File: src/rtl/irq_seq_pkg.sv
package irq_seq_pkg;
  localparam int PC_W     = 20;
  localparam int FLG_W    = 16;
  localparam int BYTE_W   = 8;
  localparam int NUM_W    = 6;
  localparam int ACK_NUM_W = 5;
  localparam int IPL_W    = 3;
  localparam int FLG_U    = 7;
  localparam int FLG_I    = 6;
  localparam int FLG_D    = 5;
  localparam int IPL_LSB  = 12;
  localparam int SW_KEEP_U_MIN = 32;

  typedef enum logic [3:0] {
    ST_IDLE, ST_ACK, ST_GAP,
    ST_SV0, ST_SV1, ST_SV2, ST_SV3,
    ST_VC0, ST_VC1, ST_VC2
  } seq_st_e;
endpackage

File: src/rtl/irq_pend.sv
module irq_pend (
  input  logic clk_i,
  input  logic rst_ni,
  input  logic req_i,
  input  logic busy_i,
  input  logic ack_i,
  output logic pend_o
);
  logic pend_q;

  always_ff @(posedge clk_i or negedge rst_ni) begin
    if (!rst_ni)             pend_q <= 1'b0;
    else if (ack_i)          pend_q <= 1'b0;
    else if (req_i && !busy_i) pend_q <= 1'b1;
  end

  assign pend_o = pend_q;

  AST_BUSY_NO_SET: assert property (@(posedge clk_i) disable iff (!rst_ni)
    (busy_i && !pend_q) |=> !pend_q);
endmodule

File: src/rtl/irq_seq_fsm.sv
module irq_seq_fsm import irq_seq_pkg::*; #(
  parameter int IDLE_CYC = 11
) (
  input  logic    clk_i,
  input  logic    rst_ni,
  input  logic    go_hw_i,
  input  logic    go_sw_i,
  output seq_st_e state_o
);
  localparam int CNT_W = (IDLE_CYC < 2) ? 1 : $clog2(IDLE_CYC);
  localparam logic [CNT_W-1:0] CNT_LOAD = CNT_W'((IDLE_CYC > 0) ? IDLE_CYC - 1 : 0);
  localparam seq_st_e ST_POST = (IDLE_CYC == 0) ? ST_SV0 : ST_GAP;

  seq_st_e state_q, state_d;
  logic [CNT_W-1:0] cnt_q;

  always_comb begin
    state_d = state_q;
    unique case (state_q)
      ST_IDLE: if (go_hw_i) state_d = ST_ACK;
               else if (go_sw_i) state_d = ST_POST;
      ST_ACK:  state_d = ST_POST;
      ST_GAP:  if (cnt_q == '0) state_d = ST_SV0;
      ST_SV0:  state_d = ST_SV1;
      ST_SV1:  state_d = ST_SV2;
      ST_SV2:  state_d = ST_SV3;
      ST_SV3:  state_d = ST_VC0;
      ST_VC0:  state_d = ST_VC1;
      ST_VC1:  state_d = ST_VC2;
      ST_VC2:  state_d = ST_IDLE;
      default: state_d = ST_IDLE;
    endcase
  end

  always_ff @(posedge clk_i or negedge rst_ni) begin
    if (!rst_ni) begin
      state_q <= ST_IDLE;
      cnt_q   <= '0;
    end else begin
      state_q <= state_d;
      if (state_d == ST_GAP && state_q != ST_GAP) cnt_q <= CNT_LOAD;
      else if (state_q == ST_GAP)                 cnt_q <= cnt_q - 1'b1;
    end
  end

  assign state_o = state_q;

  AST_IDLE_HOLDS: assert property (@(posedge clk_i) disable iff (!rst_ni)
    (state_q == ST_IDLE && !go_hw_i && !go_sw_i) |=> state_q == ST_IDLE);
endmodule

File: src/rtl/irq_seq_dp.sv
module irq_seq_dp import irq_seq_pkg::*; #(
  parameter int          ADDR_W   = 20,
  parameter int          SP_W     = 16,
  parameter logic [19:0] VEC_BASE = 20'hFFD00
) (
  input  logic                clk_i,
  input  logic                rst_ni,
  input  seq_st_e             state_i,
  input  logic                go_i,
  input  logic                go_sw_i,
  input  logic [NUM_W-1:0]    sw_num_i,
  input  logic [PC_W-1:0]     pc_i,
  input  logic [FLG_W-1:0]    flg_i,
  input  logic [SP_W-1:0]     sp_i,
  input  logic [BYTE_W-1:0]   rdata_i,
  output logic [ADDR_W-1:0]   addr_o,
  output logic                rd_o,
  output logic                wr_o,
  output logic [BYTE_W-1:0]   wdata_o,
  output logic                done_o,
  output logic [PC_W-1:0]     pc_o,
  output logic [FLG_W-1:0]    flg_o,
  output logic [SP_W-1:0]     sp_o
);
  logic [PC_W-1:0]   pc_q;
  logic [FLG_W-1:0]  flg_q, flg_new;
  logic [SP_W-1:0]   sp_q;
  logic              sw_q;
  logic [NUM_W-1:0]  num_q;
  logic [IPL_W-1:0]  lvl_q;
  logic [BYTE_W-1:0] vb0_q, vb1_q;
  logic [ADDR_W-1:0] vec_a;

  assign vec_a = ADDR_W'(VEC_BASE) + ADDR_W'({num_q, 2'b00});

  function automatic logic [ADDR_W-1:0] stk(input logic [SP_W-1:0] sp, input int unsigned k);
    logic [SP_W-1:0] a;
    a = sp - SP_W'(k);
    return ADDR_W'(a);
  endfunction

  always_comb begin
    addr_o  = '0;
    rd_o    = 1'b0;
    wr_o    = 1'b0;
    wdata_o = '0;
    unique case (state_i)
      ST_ACK: rd_o = 1'b1;
      ST_SV0: begin wr_o = 1'b1; addr_o = stk(sp_q, 2); wdata_o = pc_q[7:0];  end
      ST_SV1: begin wr_o = 1'b1; addr_o = stk(sp_q, 1); wdata_o = pc_q[15:8]; end
      ST_SV2: begin wr_o = 1'b1; addr_o = stk(sp_q, 4); wdata_o = flg_q[7:0]; end
      ST_SV3: begin wr_o = 1'b1; addr_o = stk(sp_q, 3); wdata_o = {flg_q[15:12], pc_q[19:16]}; end
      ST_VC0: begin rd_o = 1'b1; addr_o = vec_a; end
      ST_VC1: begin rd_o = 1'b1; addr_o = vec_a + ADDR_W'(1); end
      ST_VC2: begin rd_o = 1'b1; addr_o = vec_a + ADDR_W'(2); end
      default: ;
    endcase
  end

  // flag update applied to the snapshot taken at entry
  always_comb begin
    flg_new = flg_q;
    flg_new[FLG_I] = 1'b0;
    flg_new[FLG_D] = 1'b0;
    if (!(sw_q && num_q >= NUM_W'(SW_KEEP_U_MIN))) flg_new[FLG_U] = 1'b0;
    if (!sw_q) flg_new[IPL_LSB +: IPL_W] = lvl_q;
  end

  always_ff @(posedge clk_i or negedge rst_ni) begin
    if (!rst_ni) begin
      pc_q <= '0; flg_q <= '0; sp_q <= '0; sw_q <= 1'b0;
      num_q <= '0; lvl_q <= '0; vb0_q <= '0; vb1_q <= '0;
      done_o <= 1'b0; pc_o <= '0; flg_o <= '0; sp_o <= '0;
    end else begin
      done_o <= 1'b0;
      if (go_i) begin
        pc_q  <= pc_i;
        flg_q <= flg_i;
        sp_q  <= sp_i;
        sw_q  <= go_sw_i;
        num_q <= go_sw_i ? sw_num_i : '0;
      end
      if (state_i == ST_ACK) begin
        num_q <= NUM_W'(rdata_i[ACK_NUM_W-1:0]);
        lvl_q <= rdata_i[BYTE_W-1 -: IPL_W];
      end
      if (state_i == ST_VC0) vb0_q <= rdata_i;
      if (state_i == ST_VC1) vb1_q <= rdata_i;
      if (state_i == ST_VC2) begin
        pc_o   <= {rdata_i[3:0], vb1_q, vb0_q};
        flg_o  <= flg_new;
        sp_o   <= sp_q - SP_W'(4);
        done_o <= 1'b1;
      end
    end
  end

  AST_OUT_HOLD: assert property (@(posedge clk_i) disable iff (!rst_ni)
    !done_o |-> ($stable(pc_o) && $stable(flg_o) && $stable(sp_o)));
  AST_FIRST_SAVE_ADDR: assert property (@(posedge clk_i) disable iff (!rst_ni)
    (wr_o && !$past(wr_o)) |-> addr_o[SP_W-1:0] == SP_W'(sp_q - SP_W'(2)));
  AST_SAVE_IN_FRAME: assert property (@(posedge clk_i) disable iff (!rst_ni)
    wr_o |-> (SP_W'(sp_q - addr_o[SP_W-1:0]) >= SP_W'(1) &&
              SP_W'(sp_q - addr_o[SP_W-1:0]) <= SP_W'(4)));
endmodule

File: src/rtl/irq_entry_seq.sv
module irq_entry_seq import irq_seq_pkg::*; #(
  parameter int          ADDR_W   = 20,
  parameter int          SP_W     = 16,
  parameter int          IDLE_CYC = 11,
  parameter logic [19:0] VEC_BASE = 20'hFFD00
) (
  input  logic              clk_i,
  input  logic              rst_ni,
  input  logic              irq_req_i,
  input  logic              insn_done_i,
  input  logic              sw_int_i,
  input  logic [5:0]        sw_num_i,
  input  logic [19:0]       pc_i,
  input  logic [15:0]       flg_i,
  input  logic [SP_W-1:0]   sp_i,
  input  logic [7:0]        mem_rdata_i,
  output logic [ADDR_W-1:0] mem_addr_o,
  output logic              mem_rd_o,
  output logic              mem_wr_o,
  output logic [7:0]        mem_wdata_o,
  output logic              busy_o,
  output logic              done_o,
  output logic [19:0]       pc_o,
  output logic [15:0]       flg_o,
  output logic [SP_W-1:0]   sp_o
);
  seq_st_e state;
  logic    pend, go_hw, go_sw, ack;

  assign busy_o = (state != ST_IDLE);
  assign ack    = (state == ST_ACK);
  assign go_sw  = !busy_o && insn_done_i && sw_int_i;
  assign go_hw  = !busy_o && insn_done_i && pend && !sw_int_i;

  irq_pend u_pend (
    .clk_i  (clk_i),
    .rst_ni (rst_ni),
    .req_i  (irq_req_i),
    .busy_i (busy_o),
    .ack_i  (ack),
    .pend_o (pend)
  );

  irq_seq_fsm #(.IDLE_CYC(IDLE_CYC)) u_fsm (
    .clk_i   (clk_i),
    .rst_ni  (rst_ni),
    .go_hw_i (go_hw),
    .go_sw_i (go_sw),
    .state_o (state)
  );

  irq_seq_dp #(.ADDR_W(ADDR_W), .SP_W(SP_W), .VEC_BASE(VEC_BASE)) u_dp (
    .clk_i    (clk_i),
    .rst_ni   (rst_ni),
    .state_i  (state),
    .go_i     (go_hw || go_sw),
    .go_sw_i  (go_sw),
    .sw_num_i (sw_num_i),
    .pc_i     (pc_i),
    .flg_i    (flg_i),
    .sp_i     (sp_i),
    .rdata_i  (mem_rdata_i),
    .addr_o   (mem_addr_o),
    .rd_o     (mem_rd_o),
    .wr_o     (mem_wr_o),
    .wdata_o  (mem_wdata_o),
    .done_o   (done_o),
    .pc_o     (pc_o),
    .flg_o    (flg_o),
    .sp_o     (sp_o)
  );

  AST_RD_WR_EXCL: assert property (@(posedge clk_i) disable iff (!rst_ni)
    !(mem_rd_o && mem_wr_o));
  AST_START_AFTER_INSN: assert property (@(posedge clk_i) disable iff (!rst_ni)
    $rose(busy_o) |-> $past(insn_done_i));
  AST_ACK_FIRST: assert property (@(posedge clk_i) disable iff (!rst_ni)
    ($rose(busy_o) && !$past(sw_int_i)) |-> (mem_rd_o && mem_addr_o == '0));
  AST_DONE_PULSE: assert property (@(posedge clk_i) disable iff (!rst_ni)
    done_o |-> ($past(busy_o) && !busy_o) ##1 !done_o);
  AST_IDLE_QUIET: assert property (@(posedge clk_i) disable iff (!rst_ni)
    !busy_o |-> (!mem_rd_o && !mem_wr_o));
endmodule

File: config.mk
export PLATFORM = sky130hd
export DESIGN_NAME = irq_entry_seq
export DESIGN_NICKNAME = d
export VERILOG_FILES = /design/src/rtl/irq_seq_pkg.sv /design/src/rtl/irq_pend.sv /design/src/rtl/irq_seq_fsm.sv /design/src/rtl/irq_seq_dp.sv /design/src/rtl/irq_entry_seq.sv
export SDC_FILE = /design/constraint.sdc
export NUM_CORES = 1
export LEC_CHECK = 0
export ABC_AREA = 1
export ABC_CLOCK_PERIOD_IN_PS = 6100
export BUFFER_PORTS_ARGS = -buffer_cell sky130_fd_sc_hd__buf_2
export CAP_MARGIN = 20
export CORE_ASPECT_RATIO = 1.4
export CORE_MARGIN = 2
export CORE_UTILIZATION = 60
export CTS_BUF_LIST = sky130_fd_sc_hd__clkbuf_4
export DETAILED_ROUTE_END_ITERATION = 8
export PLACE_DENSITY = 0.88
export SYNTH_ARGS = -nofsm -noshare
export SYNTH_HDL_FRONTEND = slang
export SYNTH_SLANG_ARGS = --single-unit
File: constraint.sdc
create_clock -name clk_i -period 6.1 [get_ports clk_i]
set_input_delay 1.22 -clock clk_i [delete_from_list [all_inputs] [get_ports clk_i]]
set_output_delay 1.22 -clock clk_i [all_outputs]
set_load 0.02 [all_outputs]
# Yosys cells after proc, flatten, opt, wreduce, memory -nomap -nowiden

Cells that the tools add are included.

Bits in writable memories: 0
Latch bits: 0
Memories: 0
Input bits: 71
Register bits after elaboration: 138
Word-level logic and storage cells: 71
Output and inout bits: 84
Bits in read-only memories: 0

Bitwise gates (word level): 0
Shift-type cells: 0
$add $sub $neg: 8
Eq/ne operators: 11
Reduce and logical (&&, ||, !) cells: 18
Multiply operators: 0
$lt $le $gt $ge: 1
Div/mod/pow operators: 0
Mux-type cells: 18

Operators by type and width:

| cell                    | number |
|---|---|
| $pmux W20 S7            | 1 |
| $pmux W4 S9             | 1 |
| $pmux W8 S4             | 1 |
| $sub A16 B2 Y16 const B | 2 |
| $add A20 B1 Y20 const B | 1 |
| $add A20 B2 Y20 const B | 1 |
| $mux W4                 | 5 |
| $mux W6                 | 3 |
| $eq A4 B3 Y1 const B    | 4 |
| $sub A16 B1 Y16 const B | 1 |
| $sub A16 B3 Y16 const B | 1 |
| $add A11 B9 Y12 const A | 1 |
| $eq A4 B2 Y1 const B    | 3 |
| $eq A4 B4 Y1 const B    | 2 |
| $logic_not A4 Y1        | 2 |
| $reduce_or A4 Y1        | 2 |
| $logic_and A1 B1 Y1     | 7 |
| $ge A6 B6 Y1 const B    | 1 |
| $mux W1                 | 6 |
| $reduce_bool A2 Y1      | 3 |
| $eq A4 B1 Y1 const B    | 1 |
| $ne A4 B2 Y1 const B    | 1 |
| $reduce_bool A4 Y1      | 1 |
| $sub A4 B1 Y4 const B   | 1 |
| other kinds (3)         | 4 |

# Longest topological paths before layout

Depth in word-level cells: 10
Gate-level depth with buffers: 13
Mapped depth without buffers: 13

# Modules after synthesis

A second synthesis with hierarchy kept.

Cells, all modules: 867
Area total of the unflattened synthesis: 6844.1 um2

Modules (own cells, without submodules):

| module        | area an instance (um2) | times used | sequential area each (um2) | cells an instance |
|---|---|---|---|---|
| irq_seq_dp    | 6253.5                 | 1          | 3228.1                     | 792 |
| irq_seq_fsm   | 488.0                  | 1          | 200.2                      | 59 |
| irq_entry_seq | 57.6                   | 1          | 0.0                        | 11 |
| irq_pend      | 45.0                   | 1          | 25.0                       | 5 |

# Least setup slack after synthesis

Ideal clock, no wire load.

Kind: reg-to-output
Start: reg u_fsm.state_q[3], in the netlist u_fsm.state_o[3]
End: out mem_addr_o[15]
Data arrival time: 2193 ps
Buffers on the path: 0
Setup slack: 2687 ps
Required time: 4880 ps
Stages on the path, launching flop included: 12
Cells stage by stage: dfrtp_1 > nor2_1 > nand2_1 > nor2_2 > inv_1 > ha_1 > nand2_1 > nand2_1 > nor2_1 > nand3_1 > nand3_1 > nand4_1

Cells in the longest elaborated chain, start to end: 2
Elaborated cells on any way between the ends: 8
Classes of those cells: eq/ne (7); mux (1)

RTL lines:

| element                                    | line                | text |
|---|---|---|
| from (decl)                                | irq_seq_fsm.sv:14   | `seq_st_e state_q, state_d;` |
| from (signal assigned)                     | irq_seq_fsm.sv:40   | `state_q <= state_d;` |
| $eq A4 B4 Y1, or another cell as far along | irq_seq_dp.sv:47    | `unique case (state_i)` |
| $pmux W20 S7 *                             | irq_seq_dp.sv:47    |  |
| to (decl)                                  | irq_entry_seq.sv:17 | `output logic [ADDR_W-1:0] mem_addr_o,` |

Mark *: on every way between the ends. The rest lies on a longest branch, timed or not.

# Worst setup path after layout

Start: reg u_fsm.state_q[3], in the netlist u_fsm.state_o[3]
End: out mem_addr_o[11]

The elaborated chain is that of the path after synthesis.

==> metrics.json <==
{
  "critical_path_class": {"value": "reg -> out"},
  "critical_path.startpoint_type": {"value": "flip-flop"},
  "final_hold_viol_count": {"value": 0},
  "r2r-start": {"value": "u_fsm.state_o[1]"},
  "place_hpwl": {"value": 12.3, "unit": "mm"},
  "fmax": {"value": 0.221, "unit": "GHz"},
  "ys.flop_type": {"value": "sky130_fd_sc_hd__dfrtp_1"},
  "layout_min_cycle_time": {"value": 4.52, "unit": "ns"},
  "cts.hold.buffers_added": {"value": 0},
  "groute.usage.overall": {"value": 0.301},
  "postLayoutCoreUtil": {"value": 0.711},
  "fin_worst_skew": {"value": 0.0145, "unit": "ns"},
  "area_growth_syn_to_layout": {"value": 15.3, "unit": "%"},
  "timing.reg2reg.setup_slack": {"value": 3.36, "unit": "ns"},
  "max_cap_viol_count": {"value": 0},
  "clock_insertion_delay_worst_skew": {"value": 0.53, "unit": "ns"},
  "max-slew-margin-rel": {"value": 0.437},
  "worst_hold_startpoint": {"value": "u_dp.vb0_q[0]"},
  "finalNetCount": {"value": 1072},
  "floorplan.die.width": {"value": 93.3, "unit": "µm"},
  "timing_max_transition_violations_final": {"value": 0},
  "worst_hold_path_type": {"value": "reg -> reg"},
  "synth_seq_cells": {"value": 138},
  "gpl.final_weighted_congestion": {"value": 0.918},
  "cp_max_fo": {"value": 10},
  "synth_warnings": {"value": 0},
  "globalRouteOverflowTotal": {"value": 0},
  "routed_via_density": {"value": 5.52},
  "grt_setup_unrepaired": {"value": "false"},
  "synth_common_cells": {"value": "sky130_fd_sc_hd__nand2_1, sky130_fd_sc_hd__dfrtp_1, sky130_fd_sc_hd__nand3_1"},
  "design.die.area": {"value": 0.0120, "unit": "mm²"},
  "cts_sinks": {"value": 138},
  "tritoncts_clock_tree": {"value": "built"},
  "dieHeight": {"value": 129, "unit": "µm"},
  "finalCritPeriodShare": {"value": 0.742},
  "setup_viol": {"value": 0},
  "drt_first_pass_iters": {"value": 8},
  "ioPinCount": {"value": 155},
  "totalNegativeSetupSlack": {"value": 0, "unit": "ns"},
  "synth_cells": {"value": 855},
  "vias": {"value": 6351},
  "synth_cell_type_count": {"value": 33},
  "ctsResizeCount": {"value": 0},
  "synth.most_common_cell": {"value": "sky130_fd_sc_hd__nand2_1"},
  "result_of_the_run": {"value": "finished clean"},
  "synth-edff-count": {"value": 0},
  "grt_pass1_vias": {"value": 5929},
  "r2r_end": {"value": "u_dp.sp_q[8]"},
  "drive_gt1_frac": {"value": 0.200},
  "netlist_area": {"value": 0.00671, "unit": "mm²"},
  "peakVddDrop": {"value": 0.000355, "unit": "V"},
  "synth_area_per_cell": {"value": 7.84, "unit": "µm²"},
  "crit_path_start": {"value": "u_fsm.state_o[3]"},
  "initial_antenna_violation_count": {"value": 1},
  "worstSetupEndpoint": {"value": "mem_addr_o[11]"},
  "timing_worst_slew_pin_value": {"value": 0.844, "unit": "ns"},
  "grt_start_max_net_pins": {"value": 76},
  "floorplan.initialDensity": {"value": 0.617},
  "cts.path.max_buffers": {"value": 2},
  "synth_sequential_area_ratio": {"value": 0.515},
  "dr.first_iter.drc_count": {"value": 577},
  "cellLeakagePower": {"value": 0.00413, "unit": "µW"},
  "crit_path_end_kind": {"value": "output port"},
  "coreArea": {"value": 0.0109, "unit": "mm²"},
  "routed_wire_length_per_instance": {"value": 15.2, "unit": "µm"},
  "post_cts.repair.setup_buffers": {"value": 0},
  "cp_data_required_time": {"value": 4.88, "unit": "ns"},
  "tritoncts.num_buffers": {"value": 17},
  "wl": {"value": 17.5, "unit": "mm"},
  "ys_async_sr_fraction": {"value": 1.00},
  "drtAntennaViolNets": {"value": 0},
  "htreeDepth": {"value": 4},
  "worstPathArrival": {"value": 3.30, "unit": "ns"},
  "powerDensity": {"value": 549, "unit": "mW/mm²"},
  "std_cell_rows": {"value": 45},
  "clock_tree.root_cell": {"value": "sky130_fd_sc_hd__clkbuf_4"},
  "synth_top_cells_by_area": {"value": "sky130_fd_sc_hd__dfrtp_1, sky130_fd_sc_hd__nand2_1, sky130_fd_sc_hd__nand3_1, sky130_fd_sc_hd__o21ai_0, sky130_fd_sc_hd__inv_1"},
  "grt_pass1_wl": {"value": 28.0, "unit": "mm"},
  "drc": {"value": 0},
  "io_buffers": {"value": 152},
  "clk_pin_slew_worst_paths": {"value": 0.12, "unit": "ns"},
  "synth_top_area_frac": {"value": 0.515},
  "yosysTopAreaCell": {"value": "sky130_fd_sc_hd__dfrtp_1"},
  "worst_reg2reg_path_depth": {"value": 8}
}
[registers in the layout, indices dropped and copies added (netlist names)]
| signal | cells |
|---|---|
| u_dp.pc_q | 20 |
| u_dp.num_q | 6 |
| u_dp.pc_o | 20 |
| u_dp.done_o | 1 |
| u_dp.flg_q | 16 |
| u_dp.sw_q | 1 |
| u_dp.flg_o | 14 |
| u_dp.lvl_q | 3 |
| u_fsm.state_o | 4 |
| u_dp.vb0_q | 8 |
| u_fsm.cnt_q | 4 |
| u_dp.vb1_q | 8 |
| u_dp.sp_o | 16 |
| u_pend.pend_o | 1 |
| u_dp.sp_q | 16 |
[worst max-delay path, stage by stage, from the launching register on]
cell	delay, ns
sky130_fd_sc_hd__dfrtp_1	0.44
sky130_fd_sc_hd__nor2_1	0.20
sky130_fd_sc_hd__nand2_1	0.26
sky130_fd_sc_hd__nor2_2	0.44
sky130_fd_sc_hd__inv_1	0.09
sky130_fd_sc_hd__ha_1	0.28
sky130_fd_sc_hd__nand2_1	0.06
sky130_fd_sc_hd__nand2_1	0.14
sky130_fd_sc_hd__nor2_1	0.34
sky130_fd_sc_hd__nand3_1	0.11
sky130_fd_sc_hd__nand3_1	0.11
sky130_fd_sc_hd__nand4_1	0.11
sky130_fd_sc_hd__buf_2	0.19
[worst min path at each step]
stage | end | slack (ns) | cells after the start
floorplan | u_dp.pc_o[0] | 0.44 | 2
global placement | u_dp.pc_o[4] | 0.45 | 2
detailed placement | u_dp.pc_o[0] | 0.46 | 2
CTS | u_dp.pc_o[0] | 0.49 | 2
global route | u_dp.pc_o[11] | 0.50 | 2
finish | u_dp.pc_o[0] | 0.48 | 2
[cells in the final DEF, fill, tap and decap left out, types with 5 or more instances in the layout]
cell	count
sky130_fd_sc_hd__nand2_1	319
sky130_fd_sc_hd__buf_2	151
sky130_fd_sc_hd__dfrtp_1	138
sky130_fd_sc_hd__nand3_1	82
sky130_fd_sc_hd__o21ai_0	75
sky130_fd_sc_hd__inv_1	73
sky130_fd_sc_hd__nor2_1	47
sky130_fd_sc_hd__clkbuf_4	18
sky130_fd_sc_hd__o21ai_1	13
sky130_fd_sc_hd__o2111ai_1	10
sky130_fd_sc_hd__nand4_1	9
sky130_fd_sc_hd__a21oi_1	6
sky130_fd_sc_hd__a22oi_1	6
sky130_fd_sc_hd__nor2_2	5
sky130_fd_sc_hd__nand2_2	5
sky130_fd_sc_hd__xor2_1	5
sky130_fd_sc_hd__ha_1	5
[kinds of logic (layout without fill, tap and decap cells)]
logic type                 Yosys count  after routing  share of synthesized area
xor gates and xnor gates             7              7                    0.00914
adders and majority gates            6              6                     0.0123
buffers and inverters              110            262                     0.0735
AOI/OAI and AO/OA                  117            117                     0.0970
and+or+nand+nor                    476            476                      0.292
other                                1              3                   0.000559
DFF                                138            138                      0.515
[power by group]
group / switching, µW / leakage [µW] / internal [µW]
combinational: 1400 / 0.00233 / 653
clock: 341 / 0.000138 / 208
sequential: 296 / 0.00166 / 1350
total: 2030 / 0.00413 / 2210
[metrics by stage]
stage | power [µW] | hold slack (ns) | instance area [µm²] | worst slack (ns) | cells
2_1_floorplan | 3030 | 0.442 | 6710 | 2.69 | 856
3_3_place_gp | 3610 | 0.452 | 7470 | 2.34 | 1117
3_5_place_dp | 3680 | 0.456 | 7470 | 2.24 | 1117
4_1_cts | 4230 | 0.486 | 7730 | 1.63 | 1149
5_1_grt | 4570 | 0.503 | 7730 | 1.24 | 1150
6_report | 4250 | 0.483 | 7730 | 1.58 | 1150
[layout make-up]
cell class                 instances  area [µm²]
tap                              141         176
multi-input combinational        608        2770
fill                             886        3140
inverter                          74         278
timing repair buffer             156         797
clock inverter                    14         123
sequential                       138        3450
antenna                            1        2.50
clock buffer                      18         135
[layer usage]
metal,share of wire,vias to the layer above,global-route usage
li1,-,3027,-
met2,0.48,348,0.488
met3,0.092,62,0.0826
met1,0.39,2914,0.385
met4,0.035,0,0.125
met5,0,-,0
No activity file was read; power rests on OpenSTA's default activity.
